## src/rtl/wpt_pkg.sv

```systemverilog
package wpt_pkg;

  // dead period after a hit, in crossings
  localparam int DEAD_XINGS = 6;

  localparam int PAT_ACCEL = 0;
  localparam int PAT_COLL  = 1;

  // lowest wire offset of a two-wire envelope slot in a given layer
  function automatic int win_lo(input int pat, input int layer, input int n_layers);
    if (pat == PAT_ACCEL) return (layer < n_layers / 2) ? -1 : 0;
    return layer / 2 - 1;
  endfunction

  function automatic logic in_window(input int pat, input int layer, input int n_layers,
                                     input int delta);
    int lo;
    lo = win_lo(pat, layer, n_layers);
    return (delta >= lo) && (delta <= lo + 1);
  endfunction

  // a hit is usable only if its pulse ends inside the window
  function automatic logic in_range(input int bx, input int persist, input int limit);
    return (bx + persist) < limit;
  endfunction

endpackage

```

## src/rtl/wpt_wire_shot.sv

```systemverilog
module wpt_wire_shot
  import wpt_pkg::*;
#(
  parameter int BX_LIMIT = 32,
  parameter int BXW      = 5,
  parameter int PW       = 3
) (
  input  logic           clk,
  input  logic           rst_n,
  input  logic           hit_i,
  input  logic [BXW-1:0] bx_i,
  input  logic [PW-1:0]  persist_i,
  output logic           pulse_o
);

  localparam int DW = $clog2(DEAD_XINGS);

  logic          prev_q;
  logic [DW-1:0] dead_q;
  logic [PW-1:0] shot_q;
  logic          seen_w;
  logic          accept_w;

  // new hit: rising strobe outside the dead period
  assign seen_w   = hit_i && !prev_q && (dead_q == '0);
  assign accept_w = seen_w && in_range(int'(bx_i), int'(persist_i), BX_LIMIT);

  always_ff @(posedge clk) begin
    if (!rst_n) begin
      prev_q <= 1'b0;
      dead_q <= '0;
      shot_q <= '0;
    end else begin
      prev_q <= hit_i;
      if (seen_w)             dead_q <= DW'(DEAD_XINGS - 1);
      else if (dead_q != '0)  dead_q <= dead_q - 1'b1;
      if (accept_w)           shot_q <= persist_i;
      else if (shot_q != '0)  shot_q <= shot_q - 1'b1;
    end
  end

  assign pulse_o = (shot_q != '0);

  AST_NO_REACCEPT: assert property (@(posedge clk) disable iff (!rst_n)
    accept_w |-> !$past(accept_w, 1) && !$past(accept_w, 2) && !$past(accept_w, 3)
                 && !$past(accept_w, 4) && !$past(accept_w, 5));

  AST_RAW_RUN: assert property (@(posedge clk) disable iff (!rst_n)
    (hit_i && $past(hit_i)) |-> !accept_w);

  AST_PULSE_START: assert property (@(posedge clk) disable iff (!rst_n)
    $rose(pulse_o) |-> $past(accept_w));

endmodule

```

## src/rtl/wpt_key_eval.sv

```systemverilog
module wpt_key_eval
  import wpt_pkg::*;
#(
  parameter int NL  = 6,
  parameter int NW  = 8,
  parameter int KEY = 0,
  parameter int TW  = 3,
  parameter int HW  = 4
) (
  input  logic            clk,
  input  logic            rst_n,
  input  logic [NL*NW-1:0] pulse_i,
  input  logic [TW-1:0]   thr_acc_i,
  input  logic [TW-1:0]   thr_coll_i,
  input  logic [HW-1:0]   hold_i,
  output logic            fire_o,
  output logic            pat_o
);

  logic [NL-1:0] lay_acc;
  logic [NL-1:0] lay_coll;
  logic          acc_ok;
  logic          coll_ok;
  logic          fire_w;
  logic [HW-1:0] blk_q;

  // one bit per layer: any pulsing wire inside the envelope slot
  always_comb begin
    lay_acc  = '0;
    lay_coll = '0;
    for (int l = 0; l < NL; l++) begin
      for (int w = 0; w < NW; w++) begin
        if (pulse_i[l*NW + w] && in_window(PAT_ACCEL, l, NL, w - KEY)) lay_acc[l]  = 1'b1;
        if (pulse_i[l*NW + w] && in_window(PAT_COLL,  l, NL, w - KEY)) lay_coll[l] = 1'b1;
      end
    end
  end

  assign acc_ok  = $countones(lay_acc)  >= int'(thr_acc_i);
  assign coll_ok = $countones(lay_coll) >= int'(thr_coll_i);
  assign fire_w  = (blk_q == '0) && (acc_ok || coll_ok);

  always_ff @(posedge clk) begin
    if (!rst_n)            blk_q <= '0;
    else if (fire_w)       blk_q <= hold_i;
    else if (blk_q != '0)  blk_q <= blk_q - 1'b1;
  end

  assign fire_o = fire_w;
  assign pat_o  = !acc_ok;

  AST_BLOCK_HOLD: assert property (@(posedge clk) disable iff (!rst_n)
    (fire_w && hold_i != '0) |=> !fire_w);

endmodule

```

## src/rtl/wpt_pretrig.sv

```systemverilog
module wpt_pretrig
  import wpt_pkg::*;
#(
  parameter int NL       = 6,
  parameter int NW       = 8,
  parameter int BX_LIMIT = 32,
  parameter int PW       = 3,
  parameter int TW       = 3,
  parameter int DW       = 2,
  parameter int XW       = 3
) (
  input  logic                        clk,
  input  logic                        rst_n,
  input  logic [NL*NW-1:0]            hit_i,
  input  logic [PW-1:0]               persist_i,
  input  logic [TW-1:0]               thr_accel_i,
  input  logic [TW-1:0]               thr_coll_i,
  input  logic [DW-1:0]               drift_i,
  input  logic [XW-1:0]               extra_dead_i,
  output logic [NW-1:0]               trig_o,
  output logic [NW-1:0]               trig_pat_o,
  output logic [$clog2(BX_LIMIT)-1:0] trig_bx_o
);

  localparam int BXW = $clog2(BX_LIMIT);
  localparam int HW  = ((DW > XW) ? DW : XW) + 1;

  logic [BXW-1:0]   bx_q;
  logic [NL*NW-1:0] pulse_w;
  logic [NW-1:0]    fire_w;
  logic [NW-1:0]    pat_w;
  logic [HW-1:0]    hold_w;

  assign hold_w = HW'(drift_i) + HW'(extra_dead_i);

  always_ff @(posedge clk) begin
    if (!rst_n)                           bx_q <= '0;
    else if (bx_q != BXW'(BX_LIMIT - 1))  bx_q <= bx_q + 1'b1;
  end

  for (genvar l = 0; l < NL; l++) begin : g_layer
    for (genvar w = 0; w < NW; w++) begin : g_wire
      wpt_wire_shot #(.BX_LIMIT(BX_LIMIT), .BXW(BXW), .PW(PW)) u_shot (
        .clk      (clk),
        .rst_n    (rst_n),
        .hit_i    (hit_i[l*NW + w]),
        .bx_i     (bx_q),
        .persist_i(persist_i),
        .pulse_o  (pulse_w[l*NW + w])
      );
    end
  end

  for (genvar k = 0; k < NW; k++) begin : g_key
    wpt_key_eval #(.NL(NL), .NW(NW), .KEY(k), .TW(TW), .HW(HW)) u_key (
      .clk       (clk),
      .rst_n     (rst_n),
      .pulse_i   (pulse_w),
      .thr_acc_i (thr_accel_i),
      .thr_coll_i(thr_coll_i),
      .hold_i    (hold_w),
      .fire_o    (fire_w[k]),
      .pat_o     (pat_w[k])
    );
  end

  always_ff @(posedge clk) begin
    if (!rst_n) begin
      trig_o     <= '0;
      trig_pat_o <= '0;
      trig_bx_o  <= '0;
    end else begin
      trig_o     <= fire_w;
      trig_pat_o <= fire_w & pat_w;
      if (|fire_w) trig_bx_o <= bx_q;
    end
  end

  AST_BX_TAG: assert property (@(posedge clk) disable iff (!rst_n)
    (|trig_o) |-> (trig_bx_o == $past(bx_q)));

endmodule

```

## config.mk

```make
export PLATFORM = sky130hd
export DESIGN_NAME = wpt_pretrig
export DESIGN_NICKNAME = d
export VERILOG_FILES = /design/src/rtl/wpt_pkg.sv /design/src/rtl/wpt_wire_shot.sv /design/src/rtl/wpt_key_eval.sv /design/src/rtl/wpt_pretrig.sv
export SDC_FILE = /design/constraint.sdc
export NUM_CORES = 1
export LEC_CHECK = 0
export ABC_CLOCK_PERIOD_IN_PS = 5900
export CORE_MARGIN = 5
export CORE_UTILIZATION = 30
export DETAILED_ROUTE_END_ITERATION = 6
export DONT_BUFFER_PORTS = 1
export PLACE_DENSITY_LB_ADDON = 0.15
export SLEW_MARGIN = 30
export SYNTH_ARGS = -nofsm -noshare
export SYNTH_HDL_FRONTEND = slang
export SYNTH_SLANG_ARGS = --single-unit
```

## constraint.sdc

```tcl
create_clock -name clk -period 5.9 [get_ports clk]
set_input_delay 0.295 -clock clk [delete_from_list [all_inputs] [get_ports clk]]
set_output_delay 0.295 -clock clk [all_outputs]
set_load 0.02 [all_outputs]
```

==> results.md, run 1 <==
- Initial Util: 0.3010
- Clk Latency, worst-skew pair: 0.58 ns
- Grt total ovfl: 0
- Initial antenna violation count: 3
- Setup TNS: 0 ns
- Post-synth EDFFs: 0
- Fillcell total: 8133
- Row count: 104
- GRT Total Usage: 0.1283
- Hold Path Sink: trig_o[5]$_SDFF_PN0_
- I/O Pins: 85
- Max Slew Vio Count: 0
- RR Endpoint: trig_bx_o[3]$_SDFFE_PN0P_
- FF-to-FF Start: g_layer[1].g_wire[0].u_shot.shot_q[0]$_SDFFE_PN0P_
- CP Class: flop to flop
- Hold Crit Class: input pin to flop
- Final Critical Period: 4.902 ns
- CTS tree: done
- Full die area: 86200 um^2
- #FFs+latches synth: 394
- Num CTS Buffers: 50
- Top cells by area, synth: dfxtp_1, ha_1, nor2b_1, mux2i_1, inv_1
- Syn avg cell area: 8.963 um^2
- Largest net degree at the start of global routing: 338
- Post-synthesis sequential area ratio: 0.3269
- Post-route DRC violation count: 0
- Worst hold path startpoint: rst_n
- Status: completed
- Vias per cell: 4.544
- Slew @ Worst Pin: 0.8781 ns
- Synth Flop Type: dfxtp_1
- Mapped Cells: 2692
- Design area: 28000 um^2
- Clock Skews: 0.01299 ns
- Initial DRC Count: 594
- CP max FO: 7
- Share of cells above drive strength 1: 0.05381
- Tcrit/Tclk final: 0.8308
- CTS sink cnt: 394
- Post-Place Cell Area: 25260 um^2
- Busiest grt layer: met2
- Vias after detailed routing: 17670
- # placed instances: 3695
- Core area: 80160 um^2
- Fmax: 0.2040 GHz
- GP Congestion: 0.8048
- Final wirelength: 55940 um
- Number of max-cap violations: 0
- First-pass GRT wire length: 90740 um
- Syn Nets: 3110
- Worst setup SP type: flop
- Register area: 7888 um^2
- GR Util met1: 0.1634
- Dpl hpwl: 38030 um
- Die Y: 293.6 um
- Per-cell routed wire length: 14.38 um
- Critical Path AT: 5.40 ns
- Hold path depth: 2
- Clock Pin Slew Worst Setup and Hold Paths: 0.05 ns
- RSZ-0062 raised after global routing: false
- CTS max path bufs: 3
- Port bufs: 0
- Worst R2R Setup Slack: 1.0 ns
- Reg2reg path depth: 19
- Cell area after synthesis: 24130 um^2
- Root buffer cell: clkbuf_16
- Vias in the first global route: 17732
- Detailed Routing Iterations Pass 1: 5
- CP required: 6.40 ns
- Layout Nets: 3207
- Worst slew margin: 0.4069
- Fin. Hold Viols: 0
- Die width: 293.6 um
- Htree depth: 2
- Post-synth top area share: 0.3269
- Count of different cell masters after synthesis: 49
- Multi-input gate area: 14800 um^2
- Post-route insts no fill: 3889
- Met2 usage: 0.2234
- Post-synthesis to final-layout area growth: 16.05%
- Crit end category: flop
- Post-synth top area cell: dfxtp_1
- Met3 Usage GRT: 0.02385
- Antenna-violating nets left: 0
- Share of flip-flops with an asynchronous set or reset: 0
- Final setup fails: 0
- Yosys warns: 0
-- placed cells by master (no fill, tap or decap), types with 7 or more instances in the layout --
cell and instances:
dfxtp_1 394, inv_1 318, ha_1 313, nor2b_1 283
nand2_1 220, nor2_1 163, mux2i_1 142, o21ai_0 113
nor3_1 102, o211a_1 100, dlygate4sd3_1 97, and2_1 58
xnor2_1 53, clkbuf_16 53, a21oi_1 50, nand3_1 48
mux2_2 48, fa_1 41, nand2b_1 40, o21a_1 38
xor2_1 18, clkbuf_8 15, clkbuf_1 13, nor3b_1 12
o311a_1 9, a21o_1 7, buf_4 7
-- cells by family (layout without fill, tap and decap cells) --
kind of cell / after synthesis / in the layout / share of synthesized area
adders and majority gates: 354 / 354 / 0.1963
other: 0 / 4 / 0
xor gates and xnor gates: 71 / 71 / 0.02577
AOI/OAI and AO/OA: 349 / 349 / 0.1060
buffers and inverters: 382 / 515 / 0.05958
and+or+nand+nor: 952 / 952 / 0.2041
muxes: 190 / 190 / 0.08131
DFF: 394 / 394 / 0.3269
-- cell usage after synthesis, types with 3 or more instances --
master and instances:
a21boi_0 4, a21o_1 7, a21oi_1 50, fa_1 41, nor2_1 163, nor3b_4 4
nand2b_1 40, dfxtp_1 394, nor3_1 102, xnor2_1 53, a211o_1 3, and2b_1 3
a21oi_2 3, o211a_1 100, and2_1 58, o21ai_0 113, o21a_1 38, nor2b_1 283
inv_1 318, a22oi_1 3, o311a_1 9, mux2_2 48, nand2_1 220, nor3b_1 12
xor2_1 18, and3_1 6, o41ai_1 6, ha_1 313, and3b_1 4, clkbuf_1 59
or3_1 4, buf_2 3, o21ai_1 3, nand3_1 48, mux2i_1 142
-- critical path, cell delays in order (launching register included) --
cell and delay [ns]:
dfxtp_1 0.31, inv_1 0.08, ha_1 0.17, nor2b_1 0.33, inv_1 0.08, ha_1 0.36, inv_1 0.08, fa_1 0.54
inv_1 0.06, fa_1 0.41, inv_1 0.08, fa_1 0.40, inv_1 0.07, ha_1 0.22, nand2_1 0.07, o21ai_1 0.10
a2111oi_4 0.44, o22ai_2 0.18, nor4_4 0.59, mux2i_1 0.26
-- state kept, by name, indices dropped and copies added, names as in the netlist --
register and cells:
trig_o 8, g_layer.g_wire.u_shot.prev_q 48, g_layer.g_wire.u_shot.dead_q 144, trig_bx_o 5
bx_q 5, trig_pat_o 8, g_key.u_key.blk_q 32, g_layer.g_wire.u_shot.shot_q 144
-- stage by stage --
stage / setup WS, ns / utilization / hold slack (ns)
5_1_grt: 0.5969 / 0.3492 / 0.01187
4_1_cts: 0.9264 / 0.3489 / 0.004771
3_5_place_dp: 0.9547 / 0.3152 / 0.4197
2_1_floorplan: 1.658 / - / 0.4167
6_report: 0.9982 / 0.3494 / 0.04321
3_3_place_gp: 1.051 / 0.3152 / 0.4175
-- how the worst max path moves through the flow --
stage                     slack (ns)                                                from                        end
after detailed placement        0.95  g_layer[0].g_wire[2].u_shot.shot_q[0]$_SDFFE_PN0P_  trig_bx_o[3]$_SDFFE_PN0P_
after global routing            0.60  g_layer[0].g_wire[1].u_shot.shot_q[0]$_SDFFE_PN0P_  trig_bx_o[2]$_SDFFE_PN0P_
after floorplan                 1.66  g_layer[0].g_wire[0].u_shot.shot_q[0]$_SDFFE_PN0P_  trig_bx_o[0]$_SDFFE_PN0P_
after CTS                       0.93  g_layer[0].g_wire[2].u_shot.shot_q[0]$_SDFFE_PN0P_  trig_bx_o[3]$_SDFFE_PN0P_
final                            1.0  g_layer[1].g_wire[0].u_shot.shot_q[0]$_SDFFE_PN0P_  trig_bx_o[3]$_SDFFE_PN0P_
after global placement          1.05  g_layer[0].g_wire[2].u_shot.shot_q[0]$_SDFFE_PN0P_  trig_bx_o[2]$_SDFFE_PN0P_
-- repair_timing --
action                                 CTS  global route
endpoints found under the hold margin  380             0
buffers inserted                         0             0
hold buffers                           101             0
resized for setup                        0             0
-- per-layer routing --
layer  routed length, um  share of wire
met5                   0              0
met3                2082          0.037
met1               25950           0.46
met4                1401          0.025
met2               26500           0.47
-- layout make-up --
class	count	area share
Antenna cell	4	0.0003574
Clock buffer	81	0.05648
Clock inverter	7	0.001385
Inverter	318	0.04263
Multi-Input combinational cell	1916	0.5287
Sequential cell	394	0.2817
Tap cell	1060	0.04736
Timing Repair Buffer	109	0.04146
Power of run 1 is not shown: default switching activity piles up to over one toggle a cycle in this logic, so the estimate is an artifact.
==> inputs of run 2 (changes only) <==
- ABC_CLOCK_PERIOD_IN_PS: 5900 -> 5100
- clock period: 5.9 -> 5.1 ns (I/O delays scaled with it)
==> run 2 against run 1 <==
Against the previous run:
- via count up 0.78%
- sequential cell count stayed put
- register-to-register slack lost 0.63 ns
- critical endpoint is now trig_bx_o[4]$_SDFFE_PN0P_
- sequential share of layout area is 0.27 points lower
- non-clock buffer count increased by 11
- clock skew grew 0.0012 ns
- wire length is 1.8% higher
- final cell count increased by 0.41%
- core utilization is 0.34 points higher
- critical path depth is 1 higher
- die area stayed put
- setup slack worse by 0.63 ns
- largest cell class unchanged
==> results.md, run 2 (synthesized netlist as in run 1, its figures left out) <==
- FF-to-FF Start: g_layer[1].g_wire[0].u_shot.shot_q[0]$_SDFFE_PN0P_
- Status: completed
- Fmax: 0.2114 GHz
- Die Y: 293.6 um
- Worst setup SP type: flop
- Share of cells above drive strength 1: 0.06259
- Worst setup path start: g_layer[1].g_wire[0].u_shot.shot_q[0]$_SDFFE_PN0P_
- CP required: 5.61 ns
- Number of max-cap violations: 0
- Met1 wire length: 26190 um
- Clock Pin Slew Worst Setup and Hold Paths: 0.06 ns
- Htree depth: 2
- Hold Crit Class: input pin to flop
- Multi-input gate area: 14800 um^2
- Antenna-violating nets left: 0
- Root buffer cell: clkbuf_16
- Worst slew margin: 0.4130
- RR Endpoint: trig_bx_o[4]$_SDFFE_PN0P_
- Final setup fails: 0
- Full die area: 86200 um^2
- Row count: 104
- Die width: 293.6 um
- RSZ-0062 raised after global routing: false
- Clock Skews: 0.01422 ns
- Vias after detailed routing: 17808
- Most numerous cell on the critical path: inv_1
- Largest regs: g_layer.g_wire.u_shot.dead_q: 144 flops, g_layer.g_wire.u_shot.shot_q: 144 flops, g_layer.g_wire.u_shot.prev_q: 48 flops
- Tcrit/Tclk final: 0.9277
- Num CTS Buffers: 52
- Reg2reg path depth: 20
- Fin. Hold Viols: 0
- Register area: 7888 um^2
- Port bufs: 0
- Largest net degree at the start of global routing: 344
- Post-CTS Setup Inserts: 0
- Vias per cell: 4.560
- CP max FO: 7
- Family with the most delay on the worst path: adder cells
- First-pass GRT wire length: 92430 um
- Vias in the first global route: 18108
- Fillcell total: 8160
- Post-route DRC violation count: 0
- Final Critical Period: 4.731 ns
- Max Slew Vio Count: 0
- Clk Latency, worst-skew pair: 0.58 ns
- Met2 wire len: 27250 um
- Per-cell routed wire length: 14.58 um
- Dpl hpwl: 38620 um
- Initial Util: 0.3010
- Core area: 80160 um^2
- Initial antenna violation count: 1
- Slowest cell on crit path: fa_1
- Worst R2R Setup Slack: 0.37 ns
- I/O Pins: 85
- Met3 wire len: 2186 um
- Slew @ Worst Pin: 0.8806 ns
- GRT Total Usage: 0.1303
- Commonest non-fill, non-tap cell in the layout: dfxtp_1
- Setup TNS: 0 ns
- WP depth: 20
- Initial DRC Count: 708
- CTS tree: done
- Crit-path max cell delay: 0.53 ns
- Detailed Routing Iterations Pass 1: 4
- CP Cell Sequence: inv_1 > ha_1 > nor2b_1 > inv_1 > ha_1 > inv_1 > fa_1 > inv_1 > fa_1 > inv_1 > fa_1 > inv_1 > ha_1 > nand2_1 > o21ai_1 > a2111oi_4 > o22ai_2 > nor4_4 > buf_4 > mux2i_1
- Commonest non-fill, non-tap cells in the layout: dfxtp_1, inv_1, ha_1
- CTS sink cnt: 394
- Final wirelength: 56930 um
- CP Class: flop to flop
- Worst Setup EP: trig_bx_o[4]$_SDFFE_PN0P_
- Crit end category: flop
- Layout Nets: 3220
- Critical Path AT: 5.24 ns
- CTS max path bufs: 3
- Grt total ovfl: 0
- GP Congestion: 0.7732
- Post-synthesis to final-layout area growth: 17.18%
- Top sig layer: met4
- Buf/Inv on CP: 7
run 2: changes by cell type in the layout (fill, tap and decap cells not counted):
cell           previous run  this run
clkinv_2                  6        20
clkbuf_1                 13         5
diode_2                   4         1
bufinv_16                 0         7
buf_4                     7        16
clkbuf_8                 15         9
clkinvlp_4                0         1
dlygate4sd3_1            97        98
buf_16                    5         6
run 2: what timing repair did:
action / 4_1_cts / 5_1_grt
resized for setup: 0 / 0
hold endpoints to repair: 387 / 2
endpoints found under the setup margin: 0 / 0
hold buffers: 101 / 1
run 2: area by class of cell:
| type | count | share of cell area |
|---|---|---|
| clock inverter | 29 | 0.01155 |
| tap | 1060 | 0.04690 |
| inverter | 318 | 0.04221 |
| sequential | 394 | 0.2789 |
| clock buffer | 67 | 0.05195 |
| antenna | 1 | 0.00008850 |
| multi-input combinational | 1916 | 0.5236 |
| timing repair buffer | 120 | 0.04478 |
run 2: worst min-delay path by stage:
stage,from,end,slack [ns],cells after the start
after global routing,hit_i[33],g_layer[4].g_wire[1].u_shot.dead_q[0]$_SDFFE_PN0P_,0.04,3
after CTS,hit_i[22],g_layer[2].g_wire[6].u_shot.dead_q[0]$_SDFFE_PN0P_,0.005,3
final,hit_i[22],g_layer[2].g_wire[6].u_shot.dead_q[0]$_SDFFE_PN0P_,0.05,3
after floorplan,hit_i[0],g_layer[0].g_wire[0].u_shot.prev_q$_SDFF_PN0_,0.38,1
after detailed placement,hit_i[14],g_layer[1].g_wire[6].u_shot.prev_q$_SDFF_PN0_,0.38,1
after global placement,hit_i[0],g_layer[0].g_wire[0].u_shot.prev_q$_SDFF_PN0_,0.38,1
run 2: metal layers:
layer / vias to the layer above / track usage
met1: 8435 / 0.1610
met5: - / 0
li1: 9107 / -
met2: 191 / 0.2316
met4: 0 / 0.03367
met3: 75 / 0.02725
run 2: worst reg2reg max path, stage by stage (launching register included):
cell and delay [ns]:
dfxtp_1 0.32, inv_1 0.08, ha_1 0.17, nor2b_1 0.34, inv_1 0.11, ha_1 0.38
inv_1 0.08, fa_1 0.53, inv_1 0.05, fa_1 0.41, inv_1 0.07, fa_1 0.40
inv_1 0.07, ha_1 0.21, nand2_1 0.07, o21ai_1 0.11, a2111oi_4 0.43, o22ai_2 0.18
nor4_4 0.23, buf_4 0.22, mux2i_1 0.20
run 2: through the flow:
stage                       util  hold slack [ns]  setup slack (ns)  area, um^2  std cells
final                     0.3528          0.05128            0.3689       28280       3905
after global routing      0.3527          0.04025           0.01650       28270       3904
after CTS                 0.3519         0.005354            0.3640       28210       3901
after detailed placement  0.3160           0.3798            0.3617       25330       3704
after global placement    0.3160           0.3777            0.4481       25330       3704
after floorplan                -           0.3767            0.8577       24130       2692
Power of run 2 is left out for the same reason.
